===== src/rtl/delta_accum_pkg.sv =====
package delta_accum_pkg;
  // Axis indices used for the per-axis arrays in the top module.
  localparam int AX_Y = 0;
  localparam int AX_X = 1;
  localparam int N_AXES = 2;

  typedef enum logic {
    RES_COARSE = 1'b0,
    RES_FINE   = 1'b1
  } res_e;
endpackage


===== src/rtl/delta_axis.sv =====
module delta_axis #(
  parameter int INC_W = 8,
  parameter int ACC_W = 13,
  parameter int OUT_W = 8
) (
  input  logic                    clk,
  input  logic                    rst_n,
  input  logic                    clr,
  input  logic                    res_hi,
  input  logic                    take,
  input  logic signed [INC_W-1:0] inc,
  input  logic                    rd,
  output logic [OUT_W-1:0]        rdout,
  output logic                    nonzero,
  output logic                    ovf_evt,
  output logic                    at_lim
);
  localparam int SW     = ACC_W + 2;
  localparam int FINE_HI   = 2**(ACC_W-1) - 1;
  localparam int FINE_LO   = -(2**(ACC_W-1));
  localparam int COARSE_HI = 2**(ACC_W-2) - 1;
  localparam int COARSE_LO = -(2**(ACC_W-2));
  localparam int OUT_HI = 2**(OUT_W-1) - 1;
  localparam int OUT_LO = -(2**(OUT_W-1));

  logic signed [ACC_W-1:0] acc_q;
  logic signed [SW-1:0]    acc_w, lim_hi, lim_lo, inc_s, drain, sum, nxt;
  logic signed [OUT_W-1:0] sat_out;

  assign acc_w  = SW'(acc_q);
  assign lim_hi = res_hi ? SW'(FINE_HI) : SW'(COARSE_HI);
  assign lim_lo = res_hi ? SW'(FINE_LO) : SW'(COARSE_LO);

  // Readout clamp to the 8-bit two's complement range.
  always_comb begin
    if (acc_w > SW'(OUT_HI))      sat_out = OUT_W'(OUT_HI);
    else if (acc_w < SW'(OUT_LO)) sat_out = OUT_W'(OUT_LO);
    else                          sat_out = acc_q[OUT_W-1:0];
  end
  assign rdout = sat_out;

  // Increment scaling: coarse setting halves with arithmetic shift.
  always_comb begin
    if (!take)       inc_s = '0;
    else if (res_hi) inc_s = SW'(inc);
    else             inc_s = SW'(inc >>> 1);
  end

  assign drain = rd ? SW'(sat_out) : '0;
  assign sum   = acc_w - drain + inc_s;

  // Saturate the update at the resolution-dependent limits.
  always_comb begin
    ovf_evt = 1'b0;
    nxt     = sum;
    if (sum > lim_hi) begin
      nxt     = lim_hi;
      ovf_evt = 1'b1;
    end else if (sum < lim_lo) begin
      nxt     = lim_lo;
      ovf_evt = 1'b1;
    end
  end
  assign at_lim  = (nxt == lim_hi) || (nxt == lim_lo);
  assign nonzero = |acc_q;

  always_ff @(posedge clk or negedge rst_n) begin
    if (!rst_n)   acc_q <= '0;
    else if (clr) acc_q <= '0;
    else          acc_q <= ACC_W'(nxt);
  end

  // a pure read removes exactly the value it reported.
  a_r4_read_drains: assert property (@(posedge clk) disable iff (!rst_n)
    (rd && !clr && !take) |=> (acc_w == $past(acc_w) - SW'($past(sat_out))));

  // at coarse resolution the accumulator stays inside the halved range.
  a_r3_coarse_bound: assert property (@(posedge clk) disable iff (!rst_n)
    (!res_hi && $past(!res_hi)) |-> (acc_w <= SW'(COARSE_HI) && acc_w >= SW'(COARSE_LO)));

  // clear empties the axis.
  a_r7_axis_clear: assert property (@(posedge clk) disable iff (!rst_n)
    clr |=> !nonzero);
endmodule


===== src/rtl/delta_ovf_flag.sv =====
module delta_ovf_flag #(
  parameter int N_AX = 2
) (
  input  logic            clk,
  input  logic            rst_n,
  input  logic            clr,
  input  logic            any_rd,
  input  logic [N_AX-1:0] evt,
  input  logic [N_AX-1:0] lim,
  output logic            ovf
);
  logic ovf_q;

  always_ff @(posedge clk or negedge rst_n) begin
    if (!rst_n)                 ovf_q <= 1'b0;
    else if (clr)               ovf_q <= 1'b0;
    else if (|evt)              ovf_q <= 1'b1;
    else if (any_rd && !(|lim)) ovf_q <= 1'b0;
  end
  assign ovf = ovf_q;

  a_r3_ovf_sets: assert property (@(posedge clk) disable iff (!rst_n)
    (!clr && |evt) |=> ovf);

  a_r6_ovf_holds: assert property (@(posedge clk) disable iff (!rst_n)
    (ovf && !clr && !any_rd) |=> ovf);

  a_r6_ovf_clears: assert property (@(posedge clk) disable iff (!rst_n)
    (!clr && any_rd && !(|lim)) |=> !ovf);

  a_r7_ovf_clear: assert property (@(posedge clk) disable iff (!rst_n)
    clr |=> !ovf);
endmodule


===== src/rtl/delta_accum.sv =====
module delta_accum
  import delta_accum_pkg::*;
#(
  parameter int INC_W = 8,
  parameter int ACC_W = 13,
  parameter int OUT_W = 8
) (
  input  logic             clk,
  input  logic             rst_n,
  input  logic             inc_valid,
  output logic             inc_ready,
  input  logic [INC_W-1:0] inc_dx,
  input  logic [INC_W-1:0] inc_dy,
  input  logic             rd_y,
  input  logic             rd_x,
  input  logic             clr_wr,
  input  logic             res_hi,
  output logic [OUT_W-1:0] delta_y,
  output logic [OUT_W-1:0] delta_x,
  output logic             mot,
  output logic             ovf,
  output logic             motion_n
);
  logic                    take;
  logic [INC_W-1:0]        inc_a  [N_AXES];
  logic [OUT_W-1:0]        out_a  [N_AXES];
  logic [N_AXES-1:0]       rd_a, nz_a, evt_a, lim_a;

  // The only cycle without room for a beat is a clear-write.
  assign inc_ready = !clr_wr;
  assign take      = inc_valid && inc_ready;

  assign inc_a[AX_Y] = inc_dy;
  assign inc_a[AX_X] = inc_dx;
  assign rd_a[AX_Y]  = rd_y;
  assign rd_a[AX_X]  = rd_x;

  for (genvar g = 0; g < N_AXES; g++) begin : g_axis
    delta_axis #(
      .INC_W (INC_W),
      .ACC_W (ACC_W),
      .OUT_W (OUT_W)
    ) axis_i (
      .clk     (clk),
      .rst_n   (rst_n),
      .clr     (clr_wr),
      .res_hi  (res_hi),
      .take    (take),
      .inc     (signed'(inc_a[g])),
      .rd      (rd_a[g]),
      .rdout   (out_a[g]),
      .nonzero (nz_a[g]),
      .ovf_evt (evt_a[g]),
      .at_lim  (lim_a[g])
    );
  end

  delta_ovf_flag #(.N_AX(N_AXES)) ovf_i (
    .clk    (clk),
    .rst_n  (rst_n),
    .clr    (clr_wr),
    .any_rd (|rd_a),
    .evt    (evt_a),
    .lim    (lim_a),
    .ovf    (ovf)
  );

  assign delta_y  = out_a[AX_Y];
  assign delta_x  = out_a[AX_X];
  assign mot      = |nz_a;
  assign motion_n = !mot;

  // the motion flag agrees with the clamped readouts.
  a_r5_mot_readout: assert property (@(posedge clk) disable iff (!rst_n)
    mot == ((delta_x != '0) || (delta_y != '0)));

  // a clear-write leaves no motion pending.
  a_r7_no_motion: assert property (@(posedge clk) disable iff (!rst_n)
    clr_wr |=> (!mot && motion_n));
endmodule


===== config.mk =====
export PLATFORM = sky130hd
export DESIGN_NAME = delta_accum
export DESIGN_NICKNAME = d
export VERILOG_FILES = /design/src/rtl/delta_accum_pkg.sv /design/src/rtl/delta_axis.sv /design/src/rtl/delta_ovf_flag.sv /design/src/rtl/delta_accum.sv
export SDC_FILE = /design/constraint.sdc
export NUM_CORES = 1
export LEC_CHECK = 0
export BUFFER_PORTS_ARGS = -buffer_cell sky130_fd_sc_hd__buf_2
export CORE_AREA = 3 3 110 70
export DETAILED_ROUTE_END_ITERATION = 10
export DIE_AREA = 0 0 113 73
export PLACE_DENSITY = 0.79
export SKIP_CTS_REPAIR_TIMING = 1
export SLEW_MARGIN = 20
export SYNTH_ARGS = -nofsm -noshare
export SYNTH_HDL_FRONTEND = slang
export SYNTH_SLANG_ARGS = --single-unit

===== constraint.sdc =====
create_clock -name clk -period 10.35 [get_ports clk]
set_clock_uncertainty 0.2 [all_clocks]
set_input_delay 0.5175 -clock clk [delete_from_list [all_inputs] [get_ports clk]]
set_output_delay 0.5175 -clock clk [all_outputs]
set_load 0.05 [all_outputs]

After elaboration in Yosys (flattened, before gate mapping):

Index checks and enable logic that the tools add are counted.

* eq/ne operators: 4
* order comparisons: 8
* shift-type cells: 0
* div/mod/pow operators: 0
* bitwise gates (word level): 0
* multiply operators: 0
* $add $sub $neg: 4
* reductions and logical operators: 12
* multiplexer cells: 25

Operators by type and width (count)
* 15-bit two-way mux: 8
* 15-bit == test: 3
* 8-bit two-way mux: 4
* 15-bit adder: 2
* 15-bit greater-than comparator: 2
* 13-bit by 15-bit subtractor with 15-bit output: 2
* 13-bit by 8-bit greater-than comparator with 1-bit output (second input constant): 2
* 13-bit by 8-bit < comparator with 1-bit output (second input constant): 2
* 13-bit two-way mux: 2
* 26-bit OR reduction: 1
* 12-bit two-way mux: 2
* 15-bit by 13-bit == test with 1-bit output: 1
* 15-bit by 13-bit < comparator with 1-bit output: 1
* 15-bit < comparator: 1
* 7-bit two-way mux: 2
* 1-bit two-way mux: 7
* 2-bit OR reduction: 3
* 1-bit logical NOT: 3
* 3-bit nonzero test: 1
* 1-bit logical AND: 2
* 1-bit logical OR: 2

* logic and storage cells: 56
* ROM bits: 0
* flip-flop bits (word level): 27
* memories: 0
* bits in writable memories: 0
* input bits: 23
* output and inout port bits: 20
* latch bits: 0

Longest topological paths before layout:

* depth after elaboration: 17
* mapped depth: 24
* depth with buffers taken out: 24

By module:

Synthesis repeated with hierarchy kept, for this count alone.

* cell total of the unflattened synthesis: 509
* area, all modules: 4180.3 um2

By module, submodules not included
* delta_axis (g_axis[1].axis_i): seq. area each 325.3 um2, area each 2100.8 um2, cells an instance 255, instances 1
* delta_axis (g_axis[0].axis_i): seq. area each 325.3 um2, area each 2009.4 um2, cells an instance 245, instances 1
* delta_ovf_flag: seq. area each 25.0 um2, area each 43.8 um2, cells an instance 4, instances 1
* delta_accum: seq. area each 0.0 um2, area each 26.3 um2, cells an instance 5, instances 1

Least setup slack after synthesis:

No wires, ideal clock.

* kind: input port to flip-flop
* start point: input port res_hi
* end point: register ovf_i.ovf_q, in the netlist ovf_i.ovf
* cell stages on the path: 20
* path slack: 4.791 ns
* data required time: 10.001 ns
* path buffers: 2
* library setup time: 0.149 ns
* arrival time: 5.211 ns
* cell sequence: clkbuf_1 -> clkbuf_1 -> mux2_2 -> nand2_1 -> fa_1 -> inv_1 -> ha_1 -> a211oi_4 -> o21ai_0 -> a2111oi_0 -> nor3_1 -> xnor2_1 -> ha_1 -> nand4bb_1 -> ha_1 -> and3b_1 -> and4_1 -> and3_1 -> o41ai_1 -> a41oi_2

* word-level cells in the longest chain between the ends: 12
* elaborated cells between the ends (all ways): 33
* those cells by class: add/sub (2); order compare (4); eq/ne (4); mux (16); reduce/logical (7)

RTL lines
* start, declared: line delta_accum.sv:17 `input logic res_hi,`
* 7-bit two-way mux: line delta_axis.sv:45 `else if (res_hi) inc_s = SW'(inc);`
* 15-bit two-way mux: line delta_axis.sv:44 `if (!take) inc_s = '0;`
* 15-bit adder: line delta_axis.sv:50 `assign sum = acc_w - drain + inc_s;`
* 15-bit < comparator or 15-bit by 13-bit < comparator with 1-bit output (tied branches): line delta_axis.sv:59 `end else if (sum < lim_lo) begin`
* 15-bit two-way mux: line delta_axis.sv:59
* 15-bit two-way mux: line delta_axis.sv:56 `if (sum > lim_hi) begin`
* 15-bit == test or 15-bit by 13-bit == test with 1-bit output (tied branches): line delta_axis.sv:64 `assign at_lim = (nxt == lim_hi) || (nxt == lim_lo);`
* 1-bit logical OR: line delta_axis.sv:64
* 2-bit OR reduction: line delta_ovf_flag.sv:18 `else if (any_rd && !(|lim)) ovf_q <= 1'b0;`
* 1-bit logical NOT: line delta_ovf_flag.sv:18
* 1-bit logical AND: line delta_ovf_flag.sv:18
* 3-bit nonzero test (no line)
* end signal, assigned: line delta_ovf_flag.sv:16 `else if (clr) ovf_q <= 1'b0;`
* end signal, assigned: line delta_ovf_flag.sv:17 `else if (|evt) ovf_q <= 1'b1;`
* end signal, assigned: line delta_ovf_flag.sv:18
* end, declared: line delta_ovf_flag.sv:12 `logic ovf_q;`

Parallel ways exist; a longest one is shown, timed or not.
A chain may end at the register's enable or synchronous reset.

Worst setup path in the final report:

* start point: register g_axis[1].axis_i.acc_q[9]
* end point: register ovf_i.ovf_q, in the netlist ovf_i.ovf

* word-level cells in the longest chain between the ends: 15
* elaborated cells between the ends (all ways): 23
* those cells by class: add/sub (2); order compare (4); eq/ne (2); mux (9); reduce/logical (6)

RTL lines
* start, declared: line delta_axis.sv:26 `logic signed [ACC_W-1:0] acc_q;`
* start signal, assigned: line delta_axis.sv:70 `else acc_q <= ACC_W'(nxt);`
* 13-bit by 8-bit < comparator with 1-bit output: line delta_axis.sv:37 `else if (acc_w < SW'(OUT_LO)) sat_out = OUT_W'(OUT_LO);`
* 8-bit two-way mux: line delta_axis.sv:37
* 8-bit two-way mux: line delta_axis.sv:36 `if (acc_w > SW'(OUT_HI)) sat_out = OUT_W'(OUT_HI);`
* 15-bit two-way mux: line delta_axis.sv:49 `assign drain = rd ? SW'(sat_out) : '0;`
* 13-bit by 15-bit subtractor with 15-bit output *: line delta_axis.sv:50
* 15-bit adder *: line delta_axis.sv:50
* 15-bit by 13-bit < comparator with 1-bit output: line delta_axis.sv:59
* 15-bit two-way mux: line delta_axis.sv:59
* 15-bit two-way mux: line delta_axis.sv:56
* 15-bit == test or 15-bit by 13-bit == test with 1-bit output (tied branches): line delta_axis.sv:64
* 1-bit logical OR: line delta_axis.sv:64
* 2-bit OR reduction: line delta_ovf_flag.sv:18
* 1-bit logical NOT: line delta_ovf_flag.sv:18
* 1-bit logical AND: line delta_ovf_flag.sv:18
* 3-bit nonzero test (no line)

Every way passes the cells marked *; elsewhere a longest branch is shown, timed or not.

==> implementation parameters <==
Parameter                              Value

Status
  Status    finished clean

Final layout
  Final nets    615
  Count of placed standard cells in the final layout, fillers left out    616
  Fillers    572
  Ratio of cells with drive above 1 in the final layout    13.6%
  Top library cells by usage in the layout, fill and taps aside    inv_1 (89), buf_2 (42), a21oi_1 (39)
  Footprint of the flip-flops and latches    676 µm²
  Number of inserted diodes    0
  Synthesis-to-layout area growth    8.88%
  Multi-input gate area in the final layout    2930 µm²
  Most frequent standard cell in the layout excluding fill and tap cells    inv_1
  Fin util    65.0%

Global routing
  Largest net degree at the start of global routing    30
  Wire length of the first global-routing pass    17200 µm
  Overall fraction of global-route tracks in use    25.6%
  Number of global-route vias before repair    3511
  Remaining global-route overflow    0
  Antenna violations before repair    0

Route
  Routed vias    3580
  Iteration-0 DRC Markers    290
  Average vias per placed instance    5.81
  Count of nets left with antenna violations after detail routing    0
  Number of search-and-repair iterations in the first detailed-routing pass    5
  DR WL/cell    16.5 µm
  Number of remaining DRC errors    0
  Total routed wirelength    10200 µm

STA
  Final setup violation count    0
  Share of the cycle needed by the critical path after routing    59.9%
  Fin Setup TNS    0 ps
  WHS    59.7 ps
  Endpoints failing hold    0
  Crit path time final    6190 ps
  Worst Max-Slew Pin Slew    1040 ps
  Max_slew headroom    29.9%
  Final count of pins violating max slew    0
  Unrepaired setup endpoints after global routing    false
  Highest Clock Rate    161 MHz

Yosys
  Sequential area share after synthesis    16.9%
  Multiplexer share of the synthesized area    4.14%
  Synthesized-area fraction occupied by and/or/nand/nor cells    21.6%
  Dominant synthesized flop cell    dfrtp_1
  Number of warnings printed during yosys synthesis    0
  Xor/xnor cell area share of the yosys netlist    5.27%
  Per-instance average area after synthesis    8.06 µm²
  Fraction of the mapped netlist area in adder cells    24.3%
  Number of instances in the synthesized netlist    495
  Nets in the synthesized netlist    580
  Proportion of netlist area held by the largest area contributor    16.9%
  Distinct cell type count after synthesis    56
  Yosys top cell by area    dfrtp_1
  Number of register bits inferred by synthesis    27
  Post-synth EDFFs    0
  Combinational family with the most area after synthesis    adder cells
  Area fraction in compound gates after synthesis    18.0%
  Combined area of all synthesized cells    3990 µm²
  Async S/R FF share, synth    100%
  Cells taking the most area after synthesis    dfrtp_1 (17%), fa_1 (13%), ha_1 (11%)

Flow run
  Max Cap Violations    0

Floorplan
  Number of core rows    23
  Number of top-level pins    43
  Die Area    8250 µm²
  Std-Cell Core Area    6680 µm²
  Starting utilization of the core area    59.7%
  Die boundary width    113 µm
  Height of the chip    73 µm

Critical path
  Required time of the critical path    10230 ps
  Crit path arrival time    6080 ps
  Register-to-register setup slack    4160 ps
  Max FO, Critical Path    17
  Worst setup path category    reg -> reg
  Crit path launch type    register
  Kind of end point of the critical path    register

Placed design
  I/O Buffers    42
  Count of placed standard cells including taps    612
  RD Place Congestion    0.951
  Post-detailed-placement half-perimeter wirelength    8370 µm

Clock tree
  Number of sinks handled by clock tree synthesis    27
  CTS buffer count    3
  Cell at the root of the clock tree    clkbuf_16
  Clock tree from TritonCTS    done
  Maximum clock insertion buffer count    2
  Clock slew seen by the registers of the worst setup and hold paths    60 ps
  Count of H-tree levels built during CTS    1
  Clock insertion delay at the later pin of the skew report    260 ps

Hold path
  Path class of the lowest-slack min-delay path    in -> async
worst paths after layout:
check | from | to | cells after the start
max in group asynchronous | rst_n | g_axis[0].axis_i.acc_q[8] | 1
min in group clk | ovf_i.ovf | ovf_i.ovf | 2
worst min-delay path | rst_n | g_axis[0].axis_i.acc_q[12] | 1
worst max-delay path | g_axis[1].axis_i.acc_q[9] | ovf_i.ovf | 20
worst max register to register | g_axis[1].axis_i.acc_q[9] | ovf_i.ovf | 20
worst min register to register | ovf_i.ovf | ovf_i.ovf | 2
critical path, cell delays in order (launching register included):
cell and delay [ps]:
dfrtp_1 400, nor3_1 330, a21oi_1 280, o21a_1 260
and2_1 180, fa_1 570, inv_1 70, ha_1 330
a211oi_4 290, o21ai_0 210, a2111oi_0 480, nor3_1 190
xnor2_1 210, ha_1 220, nand4bb_1 170, ha_1 550
and3b_1 220, and4_1 200, and3_1 170, o41ai_1 310
a41oi_2 150
state kept, by name, indices dropped and copies added (netlist names):
| register | cells |
|---|---|
| g_axis.axis_i.acc_q | 26 |
| ovf_i.ovf | 1 |
kinds of logic after synthesis:
group | Yosys count
buffers and inverters | 102
muxes | 15
AOI/OAI and AO/OA | 106
xor gates and xnor gates | 24
and+or+nand+nor | 159
DFF | 27
adders and majority gates | 62
cells in the mapped netlist (2+ instances only):
cell type and instances:
nor2b_1 3, and2_1 17, mux2_2 12, clkbuf_1 10, inv_1 89, a211o_1 2
a21oi_1 39, o21a_1 17, o31ai_2 2, and4b_1 2, o21ai_1 4, or3_1 5
nor4_1 9, ha_1 36, a211oi_1 4, dfrtp_1 27, nor3_1 11, and3_1 2
nand3_1 7, nand4_1 5, mux2i_1 3, nor2_1 31, buf_2 3, nand2b_1 21
nand4b_1 2, a21o_1 5, xor2_1 8, a31oi_1 2, a2111oi_0 3, xnor2_1 16
and4_1 2, fa_1 26, or2_2 6, o21bai_1 3, a31o_2 2, nand2_1 28
or4_1 2, nand4bb_1 2, o21ai_0 10
stage by stage:
step,area (µm²),worst slack (ps)
2_1_floorplan,3990,4790
5_1_grt,4340,3730
6_report,4340,4160
4_1_cts,4340,4250
3_3_place_gp,4260,4540
3_5_place_dp,4260,4290
metal layers:
layer	wire (µm)	part of all wire (%)	vias up	GRT usage, %
li1	-	-	1736	-
met1	5000	49	1676	40.7
met2	4140	41	162	36.7
met3	990	9.7	6	5.30
met4	29	0.29	0	2.27
met5	0	0	-	0
layout make-up:
class                           count  share of cell area (%)
Tap cell                           87                    2.51
Clock buffer                        3                    1.73
Timing Repair Buffer               43                    5.01
Inverter                           89                    7.69
Sequential cell                    27                    15.6
Multi-Input combinational cell    366                    67.4
Clock inverter                      1                   0.115
Power is not shown: default switching activity piles up to over one toggle a cycle in this logic, so the estimate is an artifact.
